$ cat config.mk
export PLATFORM = sky130hd
export DESIGN_NAME = cblp_alloc
export DESIGN_NICKNAME = d
export VERILOG_FILES = /design/src/rtl/cblp_pkg.sv /design/src/rtl/cblp_deb.sv /design/src/rtl/cblp_alloc_core.sv /design/src/rtl/cblp_code_reg.sv /design/src/rtl/cblp_alloc.sv
export SDC_FILE = /design/constraint.sdc
export NUM_CORES = 1
export LEC_CHECK = 0
export ABC_AREA = 1
export BUFFER_PORTS_ARGS = -buffer_cell sky130_fd_sc_hd__buf_2
export CAP_MARGIN = 20
export CORE_MARGIN = 2
export CORE_UTILIZATION = 35
export DETAILED_ROUTE_END_ITERATION = 6
export PLACE_DENSITY_LB_ADDON = 0.3
export SLEW_MARGIN = 20
export SYNTH_ARGS = -nofsm -noshare
export SYNTH_HDL_FRONTEND = slang
export SYNTH_SLANG_ARGS = --single-unit
$ cat constraint.sdc
create_clock -name clk -period 2.9 [get_ports clk]
set_clock_uncertainty 0.1 [all_clocks]
set_input_delay 0.435 -clock clk [delete_from_list [all_inputs] [get_ports clk]]
set_output_delay 0.435 -clock clk [all_outputs]
set_load 0.02 [all_outputs]
$ cat src/rtl/cblp_pkg.sv
package cblp_pkg;

  // Two-bit power-limit code driven onto a connector's sense pair
  typedef enum logic [1:0] {
    LVL_OFF = 2'b00,  // both sense lines open, 0 W
    LVL_150 = 2'b01,
    LVL_300 = 2'b10,
    LVL_600 = 2'b11
  } pwr_lvl_e;

  // Largest number of cards that can share the budget at the lowest tier
  localparam int SHARE_MAX = 4;

  function automatic pwr_lvl_e tier_for_count(input int unsigned cards);
    pwr_lvl_e t;
    if (cards == 0)      t = LVL_OFF;
    else if (cards == 1) t = LVL_600;
    else if (cards == 2) t = LVL_300;
    else                 t = LVL_150;
    return t;
  endfunction

endpackage

$ cat src/rtl/cblp_deb.sv
// One presence line: synchronizer chain followed by a stable-value debounce.
module cblp_deb #(
  parameter int SYNC_STAGES = 2,
  parameter int DEB_CYCLES  = 16
) (
  input  logic clk,
  input  logic rst_n,
  input  logic raw_n,
  output logic sync_n,
  output logic stable_n
);

  localparam int DEB_W = (DEB_CYCLES > 1) ? $clog2(DEB_CYCLES) : 1;
  localparam logic [DEB_W-1:0] CNT_LAST = DEB_W'(DEB_CYCLES - 1);

  logic [SYNC_STAGES-1:0] sff_q;
  logic [DEB_W-1:0]       cnt_q, cnt_d;
  logic                   stab_q, stab_d;
  logic                   differ;

  // Synchronizer: reset to "absent"
  always_ff @(posedge clk or negedge rst_n) begin
    if (!rst_n) sff_q <= '1;
    else        sff_q <= {sff_q[SYNC_STAGES-2:0], raw_n};
  end

  assign sync_n = sff_q[SYNC_STAGES-1];
  assign differ = sync_n ^ stab_q;

  // Next state: count edges of disagreement, accept on the last one
  always_comb begin
    cnt_d  = cnt_q;
    stab_d = stab_q;
    if (!differ) begin
      cnt_d = '0;
    end else if (cnt_q == CNT_LAST) begin
      cnt_d  = '0;
      stab_d = sync_n;
    end else begin
      cnt_d = cnt_q + 1'b1;
    end
  end

  always_ff @(posedge clk or negedge rst_n) begin
    if (!rst_n) begin
      cnt_q  <= '0;
      stab_q <= 1'b1;
    end else begin
      cnt_q  <= cnt_d;
      stab_q <= stab_d;
    end
  end

  assign stable_n = stab_q;

endmodule

$ cat src/rtl/cblp_alloc_core.sv
// Counts attached cards and computes the level for every connector.
module cblp_alloc_core
  import cblp_pkg::*;
#(
  parameter int NUM_CONN = 8
) (
  input  logic [NUM_CONN-1:0]       present,
  output logic [NUM_CONN-1:0][1:0]  lvl
);

  localparam int CNT_W = $clog2(NUM_CONN + 1);
  localparam logic [CNT_W-1:0] SHARE_LIM = CNT_W'(SHARE_MAX);

  logic [CNT_W-1:0] cards;
  logic [CNT_W-1:0] rank;
  pwr_lvl_e         tier;
  logic             all_share;

  always_comb begin
    cards = '0;
    for (int i = 0; i < NUM_CONN; i++) begin
      cards = cards + CNT_W'(present[i]);
    end
  end

  assign tier      = tier_for_count(int'(cards));
  assign all_share = (cards <= SHARE_LIM);

  // rank = attached connectors below this index; only the first
  // SHARE_MAX of them are granted once the budget is oversubscribed
  always_comb begin
    rank = '0;
    for (int i = 0; i < NUM_CONN; i++) begin
      if (present[i] && (all_share || (rank < SHARE_LIM))) lvl[i] = tier;
      else                                                  lvl[i] = LVL_OFF;
      rank = rank + CNT_W'(present[i]);
    end
  end

endmodule

$ cat src/rtl/cblp_code_reg.sv
// Code register with the standby-only update interlock.
module cblp_code_reg #(
  parameter int NUM_CONN = 8
) (
  input  logic                      clk,
  input  logic                      rst_n,
  input  logic                      ps_on_n,
  input  logic                      rails_good,
  input  logic [NUM_CONN-1:0][1:0]  lvl_next,
  output logic [NUM_CONN-1:0][1:0]  code
);

  logic                     upd_en;
  logic [NUM_CONN-1:0][1:0] code_q, code_d;

  assign upd_en = ps_on_n & ~rails_good;

  always_comb begin
    code_d = code_q;
    if (upd_en) code_d = lvl_next;
  end

  always_ff @(posedge clk or negedge rst_n) begin
    if (!rst_n) code_q <= '0;
    else        code_q <= code_d;
  end

  assign code = code_q;

endmodule

$ cat src/rtl/cblp_alloc.sv
module cblp_alloc #(
  parameter int NUM_CONN    = 8,
  parameter int SYNC_STAGES = 2,
  parameter int DEB_CYCLES  = 16
) (
  input  logic                  clk,
  input  logic                  rst_n,
  input  logic [NUM_CONN-1:0]   pres_n,
  input  logic                  ps_on_n,
  input  logic                  rails_good,
  output logic [2*NUM_CONN-1:0] sense_code
);

  logic [1:0]               rst_ff;
  logic                     rst_sync_n;
  logic [NUM_CONN-1:0]      pres_sync_n;
  logic [NUM_CONN-1:0]      pres_stable_n;
  logic [NUM_CONN-1:0][1:0] lvl_next;
  logic [NUM_CONN-1:0][1:0] code;

  // Reset: asserted at once, released after two clock edges
  always_ff @(posedge clk or negedge rst_n) begin
    if (!rst_n) rst_ff <= '0;
    else        rst_ff <= {rst_ff[0], 1'b1};
  end
  assign rst_sync_n = rst_ff[1];

  for (genvar g = 0; g < NUM_CONN; g++) begin : g_conn
    cblp_deb #(
      .SYNC_STAGES (SYNC_STAGES),
      .DEB_CYCLES  (DEB_CYCLES)
    ) u_deb (
      .clk      (clk),
      .rst_n    (rst_sync_n),
      .raw_n    (pres_n[g]),
      .sync_n   (pres_sync_n[g]),
      .stable_n (pres_stable_n[g])
    );
  end

  cblp_alloc_core #(.NUM_CONN(NUM_CONN)) u_core (
    .present (~pres_stable_n),
    .lvl     (lvl_next)
  );

  cblp_code_reg #(.NUM_CONN(NUM_CONN)) u_code (
    .clk        (clk),
    .rst_n      (rst_sync_n),
    .ps_on_n    (ps_on_n),
    .rails_good (rails_good),
    .lvl_next   (lvl_next),
    .code       (code)
  );

  assign sense_code = code;

endmodule

==> run metrics, run 1 <==
slowest stage cell, crit path=dfstp_2; Hold/Removal Path Class=in -> reg; cell with the most instances after synthesis=nand2_1; Pwr per Cell Area=496 nW/um^2; core area=9280 sq um; clock sink count=74; Max Clk Rate=286 MHz; Routed WL=6.34 mm; Max H-tree Level=3; Max Cap Viol=0; Area Growth Syn to Fin=28.0%; area leader, netlist=dfrtp_1; Site Rows=35; WP buf/inv=2; required time worst endpoint=3.09 ns; Initial Util=36.3%; first-pass GRT wire length=10.7 mm; Mapped Cells=346; Leakage=0.00208 uW; Die Area=10400 sq um; crit-path leading delay family=adder cells; Mapped Nets=380; largest family of logic cells by synthesized area=simple AND/OR/NAND/NOR gates; final setup violation count=16; share of cells above drive strength 1=34.5%; I/O Pins=28; GRT Util Overall=13.4%; total power draw=2140 uW; post-synthesis xor/xnor area fraction=5.97%; Synth area leaders=dfrtp_1 (37%), dfstp_2 (19%), ha_1 (7.4%); Adder-Cell Fraction of Synth Area=8.61%; Final ANT Viol Nets=0; simple logic cell fraction of the synthesized area=21.7%; DR vias/cell=4.43; CP Max Fanout=4; top-area cell type share of the netlist area=37.1%; clock-pin slew on the worst setup and hold paths=0.08 ns; Hold Violations, Final=0; Residual DRC=0; fin crit period=3.50 ns; post-synth cell types=23; CTS Buffer Depth=2; #FFs+latches synth=74; placed inst area=3920 sq um; Detailed Route Iter0 Violations=68; register area share after synthesis=55.8%; die width=102 um; Port-buffer cells=27; Die Ht=102 um; Top FF cell, synth=dfrtp_1; Root Buffer=clkbuf_8; post-synthesis area per instance=9.75 sq um; critical path arrival=3.69 ns; Final nets=444; post-synthesis compound-gate area fraction=2.97%; max-slew violation count=0; unrepaired setup endpoints after global routing=true; Async SR Flop Fraction=100%; worst relative slew slack=50.4%; period utilization=121%; CTS tree=done; mux contribution to synthesized area=0%; number of global-route vias before repair=2473; RePlAce Congestion=0.790; worst-margin pin slew=0.744 ns; CP Launch Type=flip-flop; total CTS buffers=9; Wirelength per Cell=11.6 um; CP cell instances=fa_1, inv_2, ha_4, fa_2, ha_4, ha_4, ha_4, ha_4, nor2_2, inv_2, nand3_4, nand3_4, a21oi_2, nand2_1, nand2_1; Remaining Overflow, GRT=0; Syn. warnings=0; antenna cells=0; Final WS setup=-0.600 ns; setup slack, reg-to-reg=-0.60 ns; initial antenna violation count=0; critical path endpoint category=flip-flop; Pre-antenna DRT Iters=4; WS Path Type=reg -> reg; Synth top cells by count=nand2_1 (66), dfrtp_1 (50), nor2_1 (45), inv_1 (41), nand3_1 (36); failing checks=negative setup slack; clk_lat worst skew=0.35 ns; most used cell, CP=ha_4; status=finished with violations; EDFF count, synth=0; hpwl dp=4.57 mm; VDD IR max=0.226 mV; via count=2412; post-route cell area=4320 sq um; Post-Syn Area=3370 sq um; CP peak stage delay=0.56 ns; pin count of the biggest net entering global routing=40
[registers in the layout (all words and copies together), names as in the netlist]
name and count:
g_conn.u_deb.cnt_q 32, g_conn.u_deb.sff_q 16, g_conn.u_deb.stable_n 8, rst_ff 2, u_code.code 16
[final cells by class]
| type | count | area, sq um |
|---|---|---|
| Timing Repair Buffer | 54 | 357 |
| Sequential cell | 74 | 1880 |
| Multi-Input combinational cell | 228 | 1570 |
| Clock inverter | 4 | 26.3 |
| Tap cell | 129 | 161 |
| Inverter | 43 | 164 |
| Clock buffer | 12 | 155 |
| Fill cell | 894 | 4970 |
[cells by family after synthesis]
family / Yosys count
xor gates and xnor gates: 23
other: 1
adders and majority gates: 22
DFF: 74
buffers and inverters: 44
AOI/OAI and AO/OA: 20
and+or+nand+nor: 162
[per-stage QoR]
step / setup WS (ns) / util (%) / std cells / hold slack [ns] / setup TNS (ns)
finish: -0.600 / 46.5 / 544 / 0.0734 / -8.59
global route: -0.737 / 46.5 / 544 / 0.0524 / -10.82
CTS: -0.585 / 45.0 / 541 / 0.0556 / -8.81
detailed placement: -0.657 / 42.2 / 520 / 0.124 / -9.15
global placement: -0.579 / 42.2 / 520 / 0.123 / -8.25
floorplan: -0.478 / - / 346 / 0.0394 / -6.50
[power breakdown]
part / switching [uW] / leakage [uW] / internal, uW
Sequential: 42.0 / 0.000912 / 1100
Combinational: 156 / 0.00108 / 119
Clock: 371 / 0.0000924 / 356
Total: 569 / 0.00208 / 1570
[layout by cell type, fill, tap and decap left out, drive strengths merged]
cell and instances:
buf 53, dlygate4sd3 1, ha 20, xor2 9, clkinvlp 1, clkinv 4, dfrtp 50, nand4 2
conb 1, nor3 2, clkbuf 12, nand3 40, dfstp 24, inv 42, xnor2 14, fa 2
a21oi 12, nor2 48, o21ai 8, nand2 70
[timing repair]
item / 4_1_cts / 5_1_grt
resized for setup: 9 / 27
pin swaps: 13 / 24
hold endpoints to repair: 2 / 0
gates cloned: 0 / 0
buffers inserted: 4 / 3
setup endpoints to repair: 16 / 16
hold buffers: 1 / 0
[routing by layer]
layer / up-vias / share of wire (%) / track usage, % / wire, um
met3: 13 / 3.1 / 4.17 / 199
met4: 0 / 2.6 / 7.18 / 167
met1: 1148 / 46 / 15.5 / 2910
met2: 30 / 48 / 22.2 / 3060
li1: 1221 / - / - / -
met5: - / 0 / 0 / 0
[final timing paths]
kind,to,cells past startpoint,from
min in group asynchronous,g_conn[6].u_deb.cnt_q[1],0,rst_ff[1]
min reg2reg,g_conn[6].u_deb.cnt_q[1],0,rst_ff[1]
min,g_conn[7].u_deb.sff_q[0],1,pres_n[7]
max,u_code.code[10],15,g_conn[1].u_deb.stable_n
max in group asynchronous,g_conn[3].u_deb.sff_q[1],1,rst_ff[1]
max reg2reg,u_code.code[10],15,g_conn[1].u_deb.stable_n
[worst register-to-register path: cells and delay by family (launching register included)]
| family | cells | cell delay (ns) |
|---|---|---|
| fa+ha+maj | 7 | 2.03 |
| flops | 1 | 0.56 |
| buf+inv | 2 | 0.14 |
| compound gates | 1 | 0.19 |
| simple gates | 5 | 0.42 |
No activity file was read; power rests on OpenSTA's default activity.
==> run 2: changes to the inputs <==
TNS_END_PERCENT = 50   (was not set)
clock period = 4.2 ns   (was 2.9 ns; I/O delays follow)
==> run 2 against run 1 <==
The flow now finishes without violations. Power shrank 24%. Final cell count decreased by 4.6%. Critical path depth rose by 1. Combinational power is 49% lower. Setup slack improved by 0.89 ns. Register-to-register slack gained 0.89 ns. Critical path type unchanged. Critical endpoint is now u_code.code[8]. Largest cell class unchanged.
==> run metrics, run 2 (same netlist as run 1, synthesis figures left out) <==
status=finished clean; Logic pwr share=8.6% (-4.2 points); fin crit period=3.91 ns (+0.410 ns); unrepaired setup endpoints after global routing=false; max reg flops=32 (unchanged); Critical R2R Capture=u_code.code[8]; CTS Buffer Depth=2 (unchanged); Area Growth Syn to Fin=17.1%; DR vias/cell=4.39 (-0.96%); Max Cap Viol=0 (unchanged); Max H-tree Level=3 (unchanged); Initial Util=36.3% (unchanged); CTS tree=done; setup TNS=0 ns (+8.59 ns); Die Area=10400 sq um (unchanged); clk_lat worst skew=0.34 ns (about the same); Hold/Removal Path Class=reg -> async; share of cells above drive strength 1=20.3% (-14 points); Detailed Route Iter0 Violations=80 (+18%); register area=1880 sq um (unchanged); commonest non-fill, non-tap cells in the layout=nand2_1 (66), dfrtp_1 (49), nor2_1 (45); Routed WL=5.56 mm (-12%); area of the multi-input gates=1330 sq um (-15%); critical path endpoint category=flip-flop; pin count of the biggest net entering global routing=42 (+5.0%); final non-filler cell total=519 (-4.6%); Die Ht=102 um (unchanged); CP Max Fanout=4 (unchanged); Most flops, register=g_conn.u_deb.cnt_q; Post-CTS Setup Repair Bufs=0 (-4); Port-buffer cells=27 (unchanged); Hold Worst Slack=0.197 ns (+0.123 ns); cell-internal power=1270 uW (-19%); Placed Cells=502 (-3.5%); Pwr per Cell Area=415 nW/um^2 (-16%); Hold Violations, Final=0 (unchanged); setup slack, reg-to-reg=0.29 ns (+0.89 ns); RePlAce Congestion=0.843 (+6.7%); worst relative slew slack=56.7% (+6.3 points); Max Clk Rate=256 MHz (-10%); sw power=371 uW (-35%); Residual DRC=0 (unchanged); critical path arrival=4.03 ns (+0.34 ns); Site Rows=35 (unchanged); core area=9280 sq um (unchanged); period utilization=93.1% (-28 points); Switching Fraction=22.7% (-3.9 points); worst-margin pin slew=0.650 ns (-0.0945 ns); GRT Util Overall=12.1% (-1.3 points); crit path from=g_conn[0].u_deb.stable_n; Pre-antenna DRT Iters=5 (+1); VDD IR max=0.153 mV (-32%); final setup violation count=0 (-16); I/O Pins=28 (unchanged); Remaining Overflow, GRT=0 (unchanged); via count=2279 (-5.5%); WS Path Type=reg -> reg; die width=102 um (unchanged); hpwl dp=4.15 mm (-9.1%); initial antenna violation count=0 (unchanged); Root Buffer=clkbuf_8; antenna cells=0 (unchanged); clock-pin slew on the worst setup and hold paths=0.08 ns (about the same); Wirelength per Cell=10.7 um (-8.0%); Final nets=419 (-5.6%); clock sink count=74 (unchanged); most common cell after layout, fill and taps aside=nand2_1; required time worst endpoint=4.32 ns (+1.23 ns); reg2reg start=g_conn[0].u_deb.stable_n; Fillers=936 (+4.7%); number of global-route vias before repair=2258 (-8.7%); clock share of power=43.3% (+9.4 points); CP Launch Type=flip-flop; Leakage=0.00195 uW (-6.2%); first-pass GRT wire length=9.80 mm (-8.6%); sequential power share=48.1% (-5.1 points); total CTS buffers=9 (unchanged); Final ANT Viol Nets=0 (unchanged); max-slew violation count=0 (unchanged); r2r worst-path depth=16 (+1)
## run 2: changes by cell type in the layout (fill, tap and decap cells not counted), moves of 5 or more
cell,before,now
buf_4,24,1
ha_1,15,20
ha_4,5,0
inv_1,35,41
inv_2,6,1
nand2_1,61,66
nand3_1,25,36
nand3_2,8,1
o21ai_0,2,8
## run 2: metrics by stage
| stage | cell area [sq um] | setup WS [ns] | power [uW] | util [%] |
|---|---|---|---|---|
| 6_report | 3950 | 0.290 | 1640 | 42.5 |
| 5_1_grt | 3950 | 0.00813 | 1730 | 42.5 |
| 4_1_cts | 3950 | 0.255 | 1670 | 42.5 |
| 3_5_place_dp | 3670 | 0.279 | 942 | 39.6 |
| 3_3_place_gp | 3670 | 0.361 | 938 | 39.6 |
| 2_1_floorplan | 3370 | 0.551 | 897 | - |
## run 2: worst max path at each step
stage	slack (ns)	cells after the start	to
final	0.29	16	u_code.code[8]
after global routing	0.008	16	u_code.code[10]
after CTS	0.25	16	u_code.code[8]
after detailed placement	0.28	16	u_code.code[8]
after global placement	0.36	16	u_code.code[10]
after floorplan	0.55	15	u_code.code[8]
## run 2: area by class of cell
type / count / area share (%)
flip-flops and latches: 74 / 47.7
multi-input cells: 228 / 33.7
inverters: 43 / 4.09
well taps: 129 / 4.09
repair buffers: 29 / 3.86
clock buffers: 11 / 3.33
clock inverters: 5 / 3.26
## run 2: power groups by stage
stage / logic, uW / clock network, uW / registers [uW]
after CTS: 142 / 735 / 788
final: 141 / 710 / 787
after global routing: 165 / 770 / 793
after floorplan: 82.4 / 0 / 815
after detailed placement: 141 / 0 / 801
after global placement: 138 / 0 / 800
## run 2: worst max-delay path, stage by stage (launching register included)
cell and delay (ns):
dfstp_2 0.58, inv_1 0.09, ha_1 0.30, ha_1 0.21, fa_1 0.51, ha_1 0.33
ha_1 0.31, ha_1 0.32, ha_1 0.22, inv_1 0.08, nand3_1 0.10, nand2_1 0.14
nand3_1 0.14, nor2_4 0.15, nor2_2 0.07, nand2_1 0.07, nand2_1 0.05
## run 2: per-layer routing
metal	up-vias	share of wire, %	GRT usage [%]
met2	47	44	18.2
met4	0	1.6	5.44
met5	-	0	0
met3	10	5.1	3.49
met1	1051	49	16.2
li1	1171	-	-
## run 2: what timing repair did
item | in CTS | in global routing
endpoints found under the hold margin | 2 | 0
setup endpoints to repair | 0 | 4
hold buffers | 1 | 0
gates resized for setup | 0 | 1
